### config.mk
export PLATFORM = sky130hd
export DESIGN_NAME = boot_refresh_ctrl
export DESIGN_NICKNAME = d
export VERILOG_FILES = /design/src/rtl/bref_pkg.sv /design/src/rtl/bref_timer.sv /design/src/rtl/bref_ctrl.sv /design/src/rtl/boot_refresh_ctrl.sv
export SDC_FILE = /design/constraint.sdc
export NUM_CORES = 1
export LEC_CHECK = 0
export ABC_AREA = 1
export ABC_CLOCK_PERIOD_IN_PS = 1200
export BUFFER_PORTS_ARGS = -buffer_cell sky130_fd_sc_hd__buf_2
export CORE_AREA = 5 5 46 48
export CTS_BUF_LIST = sky130_fd_sc_hd__clkbuf_16
export CTS_CLUSTER_DIAMETER = 60
export DETAILED_ROUTE_END_ITERATION = 7
export DIE_AREA = 0 0 51 53
export GPL_TIMING_DRIVEN = 0
export PLACE_DENSITY = 0.79
export SYNTH_ARGS = -nofsm -noshare
export SYNTH_HDL_FRONTEND = slang
export SYNTH_SLANG_ARGS = --single-unit
### constraint.sdc
create_clock -name clk -period 1.2 [get_ports clk]
set_input_delay 0.18 -clock clk [delete_from_list [all_inputs] [get_ports clk]]
set_output_delay 0.18 -clock clk [all_outputs]
set_load 0.02 [all_outputs]
### src/rtl/bref_pkg.sv
package bref_pkg;
   typedef enum logic {
      PH_PULSE = 1'b0,
      PH_GAP   = 1'b1
   } phase_t;
endpackage

### src/rtl/bref_timer.sv
module bref_timer
   import bref_pkg::*;
#(
   parameter int PULSE_CYC  = 30,
   parameter int PERIOD_CYC = 2000
) (
   input  logic   clk,
   input  logic   rst_n,
   input  logic   clear,
   input  logic   run,
   output phase_t phase,
   output logic   pulse_done
);
   localparam int CNT_W = $clog2(PERIOD_CYC);
   localparam logic [CNT_W-1:0] LAST_SLOT  = CNT_W'(PERIOD_CYC - 1);
   localparam logic [CNT_W-1:0] PULSE_LAST = CNT_W'(PULSE_CYC - 1);
   localparam logic [CNT_W-1:0] PULSE_END  = CNT_W'(PULSE_CYC);

   logic [CNT_W-1:0] slot_q;

   always_ff @(posedge clk or negedge rst_n) begin
      if (!rst_n) begin
         slot_q <= '0;
      end else if (clear) begin
         slot_q <= '0;
      end else if (run) begin
         slot_q <= (slot_q == LAST_SLOT) ? '0 : slot_q + 1'b1;
      end
   end

   always_comb begin
      phase      = (slot_q < PULSE_END) ? PH_PULSE : PH_GAP;
      pulse_done = (slot_q >= PULSE_LAST);
   end

   AST_SLOT_RANGE: assert property (@(posedge clk) disable iff (!rst_n)
      run && !clear |=> slot_q <= LAST_SLOT);
endmodule

### src/rtl/bref_ctrl.sv
module bref_ctrl (
   input  logic clk,
   input  logic rst_n,
   input  logic allowed,
   input  logic cap_low,
   input  logic cap_recovered,
   input  logic pulse_done,
   output logic active,
   output logic timer_clear
);
   logic start;
   logic leave;

   always_comb begin
      start       = !active && allowed && cap_low;
      leave       = active && cap_recovered && pulse_done;
      timer_clear = !allowed || start || leave || !active;
   end

   always_ff @(posedge clk or negedge rst_n) begin
      if (!rst_n) begin
         active <= 1'b0;
      end else if (!allowed) begin
         active <= 1'b0;
      end else if (start) begin
         active <= 1'b1;
      end else if (leave) begin
         active <= 1'b0;
      end
   end

   AST_START_COND: assert property (@(posedge clk) disable iff (!rst_n)
      $rose(active) |-> $past(allowed && cap_low));
   AST_EXIT_RECOVERED: assert property (@(posedge clk) disable iff (!rst_n)
      ($fell(active) && $past(allowed)) |-> $past(cap_recovered));
   AST_ABORT_CLEARS: assert property (@(posedge clk) disable iff (!rst_n)
      !allowed |=> !active);
endmodule

### src/rtl/boot_refresh_ctrl.sv
module boot_refresh_ctrl
   import bref_pkg::*;
#(
   parameter int PULSE_CYC  = 30,
   parameter int PERIOD_CYC = 2000
) (
   input  logic clk,
   input  logic rst_n,
   input  logic stage_en,
   input  logic supply_ok,
   input  logic cap_low,
   input  logic cap_recovered,
   output logic override_active,
   output logic refresh_gl
);
   localparam int CNT_W = $clog2(PERIOD_CYC);
   localparam logic [CNT_W:0] LEN_SAT    = (CNT_W+1)'(PERIOD_CYC + 1);
   localparam logic [CNT_W:0] PULSE_LEN  = (CNT_W+1)'(PULSE_CYC);
   localparam logic [CNT_W:0] PERIOD_LEN = (CNT_W+1)'(PERIOD_CYC);

   initial begin
      assert (PULSE_CYC >= 1) else $error("PULSE_CYC must be at least 1");
      assert (PERIOD_CYC >= 2) else $error("PERIOD_CYC must be at least 2");
      assert (PERIOD_CYC > PULSE_CYC) else $error("PERIOD_CYC must exceed PULSE_CYC");
   end

   logic   allowed;
   logic   active;
   logic   timer_clear;
   logic   pulse_done;
   phase_t phase;

   assign allowed = stage_en && supply_ok;

   bref_ctrl u_ctrl (
      .clk           (clk),
      .rst_n         (rst_n),
      .allowed       (allowed),
      .cap_low       (cap_low),
      .cap_recovered (cap_recovered),
      .pulse_done    (pulse_done),
      .active        (active),
      .timer_clear   (timer_clear)
   );

   bref_timer #(
      .PULSE_CYC  (PULSE_CYC),
      .PERIOD_CYC (PERIOD_CYC)
   ) u_timer (
      .clk        (clk),
      .rst_n      (rst_n),
      .clear      (timer_clear),
      .run        (active),
      .phase      (phase),
      .pulse_done (pulse_done)
   );

   assign override_active = active && allowed;
   assign refresh_gl      = override_active && (phase == PH_PULSE);

   // Width and spacing monitors for the gate output
   logic           gl_d;
   logic           ov_d;
   logic [CNT_W:0] hi_len;
   logic [CNT_W:0] since_rise;

   always_ff @(posedge clk or negedge rst_n) begin
      if (!rst_n) begin
         gl_d       <= 1'b0;
         ov_d       <= 1'b0;
         hi_len     <= '0;
         since_rise <= LEN_SAT;
      end else begin
         gl_d <= refresh_gl;
         ov_d <= override_active;
         if (!refresh_gl) hi_len <= '0;
         else if (hi_len != LEN_SAT) hi_len <= hi_len + 1'b1;
         if (refresh_gl && !gl_d) since_rise <= (CNT_W+1)'(1);
         else if (since_rise != LEN_SAT) since_rise <= since_rise + 1'b1;
      end
   end

   AST_PULSE_WIDTH: assert property (@(posedge clk) disable iff (!rst_n)
      (gl_d && !refresh_gl && allowed) |-> hi_len == PULSE_LEN);
   AST_PULSE_SPACING: assert property (@(posedge clk) disable iff (!rst_n)
      (refresh_gl && !gl_d && ov_d) |-> since_rise == PERIOD_LEN);
endmodule

==> results.ini, run 1 <==
[outcome]
status=complete, but fails checks
violations=setup timing

[cts]
root_buffer=clkbuf_16
clk_pin_slew_worst_paths_ns=0.04
numCtsBuffers=3
cts.sinks=12
clk_latency_ns=0.24
cts_tree=built
htreeDepth=1
cts_buffer_depth=2

[placed_design]
hpwl_um=1150
dp_cells=132
place.gp.congestion=0.836
placed_cell_area_um2=850
post-place-ws_ns=-0.143
io_buffers=7

[logic_synthesis]
async_flop_share=1.00
synth_cell_types=19
yosys.area.top_type=dfrtp_1
synth_xor_area_frac=0.0111
synth.area.mux_share=0
yosysTopAreaCellShare=0.380
synth_compound_area_frac=0.0127
ys_seq_area_frac=0.380
synth_commonest_cells=nand2_1 (29), inv_1 (16), dfrtp_1 (12), nor2_2 (12), nor2_1 (11)
synth_area_leaders=dfrtp_1 (38%), nand2_1 (14%), nor2_2 (9.5%)
synth_area_per_cell_um2=7.32
synthAdderAreaFrac=0.0316
yosysWarnings=0
yosysMostFrequentCell=nand2_1
yosys.area_share.simple=0.459
ys_seq_elements=12
synth_edf_count=0
synth_ff_type=dfrtp_1
syn-num-nets=116
synth_area_um2=791
synth_top_family_by_area=simple AND/OR/NAND/NOR gates
syn_inst=108

[sta]
clock_skew_ns=0.000810
finalSetupTns_ns=-1.42
fin_ws_ns=-0.223
tightest_slew_ns=0.397
rsz0062_at_grt=yes
slew_violations=0
period_needed_ns=1.42
finalSetupViolations=13
hold_viol_final=0
fmax_mhz=703
relSlewSlack=0.733
fin_crit_sh=1.19

[pwr]
clockPowerShare=0.556
ir_drop_mv=0.759
pwr_density_cell_nw_per_um2=1000
power.switching_uw=227
swShare=0.203
seq_power_share=0.370
p_leak_uw=0.000529
power.internal_uw=889
power_frac_comb=0.074

[critical_path]
crit_fanout=3
cp.required_ns=1.02
worstSetupPathType=flop to output pin
critPathLaunchType=flop
end_kind=output pin
cp.arrival_ns=1.24

[routing]
vias_per_cell=5.51
drt_wl_total_um=2080
first_pass_iters=4
drtAntennaViolNets=0
routedWlPerCell_um=14.1
drt_iter0_markers=21
drcViolationCount=0
vias=810

[floorplan]
initial_utilization=0.473
die_y_um=53
num_io_pins=8
rows=15
die_area_um2=2700
core_um2=1670
die_w_um=51

[finish]
final_cell_count_no_fill=147
diodes=0
syn_to_final_growth_pct=41.0
final_util=0.667
stdcell_area_um2=1110
layout.nets=139
drive_above_1_share=0.392

[worst_hold_path]
hold_class=input port to flop

[grt]
grt_pass1_wl_um=3390
grt_remaining_overflow=0
grt_pass1_vias=767
antenna_found_initial=0
grt.total_usage=0.175
grt_max_degree=13

[run]
cap_viol_max_count=0

-- worst max-delay path: stages (launching register included) --
cell     delay (ns)
dfrtp_1        0.35
buf_4          0.15
nand2_1        0.11
o211a_1        0.26
buf_6          0.13
-- worst paths after layout --
check,cells past startpoint,startpoint,slack [ns],endpoint
worst max register to register,8,u_timer.slot_q[0]$_DFFE_PN0P_,-0.16,u_timer.slot_q[8]$_DFFE_PN0P_
worst min-delay path,3,cap_low,0.24,u_ctrl.active$_DFFE_PN0P_
worst max-delay path,4,u_timer.slot_q[1]$_DFFE_PN0P_,-0.22,refresh_gl
worst min register to register,3,u_ctrl.active$_DFFE_PN0P_,0.59,u_ctrl.active$_DFFE_PN0P_
max in group asynchronous,2,rst_n,0.63,u_timer.slot_q[3]$_DFFE_PN0P_
min in group asynchronous,2,rst_n,0.35,u_timer.slot_q[1]$_DFFE_PN0P_
-- registers in the layout, indices dropped and copies added (netlist names) --
| signal | cells |
|---|---|
| u_timer.slot_q | 11 |
| u_ctrl.active | 1 |
-- through the flow --
step | hold slack [ns] | total power, uW
3_3_place_gp | 0.0703 | 473
5_1_grt | 0.271 | 1160
2_1_floorplan | -0.116 | 451
3_5_place_dp | 0.0763 | 475
4_1_cts | 0.247 | 1120
6_report | 0.242 | 1120
-- routing by layer --
metal | vias up | track usage | share of wire
met3 | 11 | 0.0451 | 0.059
met1 | 390 | 0.196 | 0.40
li1 | 380 | - | -
met5 | - | 0 | 0
met4 | 0 | 0.103 | 0.047
met2 | 29 | 0.298 | 0.49
-- power by group through the flow --
stage	clock, uW	combinational (uW)	sequential (uW)
after floorplan	0	33.2	418
after global placement	0	54.6	418
after detailed placement	0	56.8	418
after CTS	624	79.1	412
after global routing	657	92.1	413
final	620	83.0	413
-- repair_timing --
item,in CTS,in global routing
endpoints found under the setup margin,13,14
pin swaps,9,3
cloned,2,0
buffers inserted,6,2
gates resized for setup,19,5
endpoints found under the hold margin,12,0
hold buffers,1,0
-- layout by cell type, fill, tap and decap left out --
cell           instances
or2_4                  1
clkinv_1               1
nor2_1                 8
nor3_1                 1
nor2_4                 3
inv_4                  2
ha_2                   1
nand2_4                2
dlygate4sd3_1          1
nor3_2                 1
nand4_1                3
inv_1                 15
nand3_1                8
nand2_1               27
buf_12                 1
or2_2                  1
buf_16                 1
buf_4                  7
nand3b_1               1
buf_2                  5
ha_4                   1
xor2_1                 1
nand2_2                2
clkbuf_16              3
o211a_1                1
nor2_2                13
nand3_2                4
buf_6                  3
dfrtp_1               12
-- cells by family after synthesis --
kind of cell / count (synthesis)
AOI/OAI and AO/OA: 1
xor gates and xnor gates: 1
and+or+nand+nor: 74
DFF: 12
buffers and inverters: 18
adders and majority gates: 2
-- area by class of cell --
| type | instances | area (um2) |
|---|---|---|
| tap | 17 | 21.3 |
| sequential | 12 | 300 |
| multi-input combinational | 79 | 477 |
| clock inverter | 1 | 3.75 |
| fill | 120 | 556 |
| buffer | 1 | 20.0 |
| clock buffer | 3 | 75.1 |
| inverter | 17 | 68.8 |
| timing repair buffer | 17 | 149 |
(Power assumes the default switching activity.)
==> run 2, diff against run 1 <==
Settings changed: SKIP_CTS_REPAIR_TIMING set to 1.
==> run 2 against run 1 <==
Via count down 2.2%. Critical path type unchanged. Final cell count down 4.1%. Sequential share of layout area up 1.9 points. Utilization down 4.5 points. Clock power up 0.6%. The flow still finishes with violations (setup timing). Non-clock buffer count down 6.
==> results.ini, run 2 (synthesis gave the netlist of run 1 again) <==
[sta]
rsz0062_at_grt=yes
period_needed_ns=1.46
finalSetupViolations=13
fin_ws_ns=-0.256
relSlewSlack=0.790
hold_viol_final=0
slew_violations=0
clock_skew_ns=0.00338
fin_crit_sh=1.21
tightest_slew_ns=0.312
fmax_mhz=687

[grt]
grt_pass1_wl_um=2740
antenna_found_initial=0
grt_max_degree=13
grt_pass1_vias=678
grt.total_usage=0.140
grt_remaining_overflow=0

[placed_design]
hpwl_um=1150
post-place-ws_ns=-0.143
place.gp.congestion=0.836
io_buffers=7

[finish]
mostFrequentLayoutCell=nand2_1
layout.nets=133
diodes=0
seq_area_um2=300
drive_above_1_share=0.387
multi_input_area_um2=479
reg_top3=u_timer.slot_q: 11 flops, u_ctrl.active: 1 flops
largest-register=u_timer.slot_q
n_fill_cell=126
layout_common_cells=nand2_1 (26), inv_1 (15), nor2_2 (14)
syn_to_final_growth_pct=31.5
largest_reg_flops=11

[critical_path]
crit_path_top_delay_cell=dfrtp_1
r2r_start=u_timer.slot_q[8]$_DFFE_PN0P_
critPathLaunchType=flop
critical-path-top-delay-family=flip-flops
worstSetupPathType=flop to output pin
worstSetupStartpoint=u_timer.slot_q[7]$_DFFE_PN0P_
crit_fanout=4
critical_path_buf_inv_count=1
cp.arrival_ns=1.28
crit_top_cell=nor2_2
cp.required_ns=1.02
end_kind=output pin
crit_chain=nor2_2, nand2_1, nor2_2, o211a_1, buf_6
cpPeakStageDelay_ns=0.43

[cts]
clk_latency_ns=0.24
clk_pin_slew_worst_paths_ns=0.05
cts_tree=built
root_buffer=clkbuf_16
htreeDepth=1
cts_buffer_depth=2
cts.sinks=12
numCtsBuffers=3

[routing]
first_pass_iters=4
vias_per_cell=5.62
drt_wl_total_um=1960
drcViolationCount=0
drtAntennaViolNets=0
routedWlPerCell_um=13.9
vias=792
drt_iter0_markers=30

[floorplan]
rows=15
die_w_um=51
num_io_pins=8
initial_utilization=0.473
die_y_um=53
core_um2=1670
die_area_um2=2700

[outcome]
status=complete, but fails checks
violations=setup timing

[worst_hold_path]
hold_class=input port to flop
hp-start=cap_low

[pwr]
pwr_density_cell_nw_per_um2=1060
ir_drop_mv=0.778
total_power_uw=1100
p_leak_uw=0.000474

[run]
cap_viol_max_count=0

run 2: cell types whose count changed in the layout (fill, tap and decap cells not counted), moves of 2 or more:
cell / delta
buf_4: -3
buf_6: -2
inv_2: +2
inv_4: -2
nand2_2: +2
nor2_1: -2
run 2: worst register-to-register path, delay by kind of cell, from the launching register on:
| kind | cells | cell delay, ns |
|---|---|---|
| buffers and inverters | 1 | 0.14 |
| flip-flops | 1 | 0.37 |
| AND/OR/NAND/NOR | 5 | 0.79 |
run 2: per-stage QoR:
stage	TNS, ns	area (um2)	hold slack [ns]	std cells	util
after floorplan	0	793	-0.116	108	-
after global placement	-0.933	850	0.0703	132	0.509
after detailed placement	-1.37	850	0.0763	132	0.509
after CTS	-1.80	928	-0.178	136	0.556
after global routing	-2.74	1040	0.272	141	0.622
final	-1.81	1040	0.244	141	0.622
run 2: final timing paths:
path | to | slack (ns) | cells past startpoint
max | refresh_gl | -0.26 | 5
min | u_ctrl.active$_DFFE_PN0P_ | 0.24 | 3
max reg2reg | u_timer.slot_q[4]$_DFFE_PN0P_ | -0.20 | 6
min reg2reg | u_ctrl.active$_DFFE_PN0P_ | 0.60 | 3
max in group asynchronous | u_timer.slot_q[3]$_DFFE_PN0P_ | 0.63 | 2
min in group asynchronous | u_timer.slot_q[5]$_DFFE_PN0P_ | 0.35 | 2
run 2: where the power goes:
| part | total (uW) | switching, uW | internal (uW) | leakage, uW |
|---|---|---|---|---|
| clock | 624 | 184 | 440 | 0.0000385 |
| combinational | 66.4 | 38.7 | 27.8 | 0.000269 |
| sequential | 412 | 2.46 | 410 | 0.000167 |
run 2: metal layers:
layer	track usage	routed length [um]
met1	0.142	780
met2	0.258	994
met3	0.0423	111
met4	0.0717	72
met5	0	0
run 2: layout make-up:
type	count	share of cell area
multi-input cells	79	0.461
flip-flops and latches	12	0.289
repair buffers	11	0.0734
clock buffers	3	0.0722
inverters	17	0.0614
well taps	17	0.0205
plain buffers	1	0.0193
clock inverters	1	0.00361
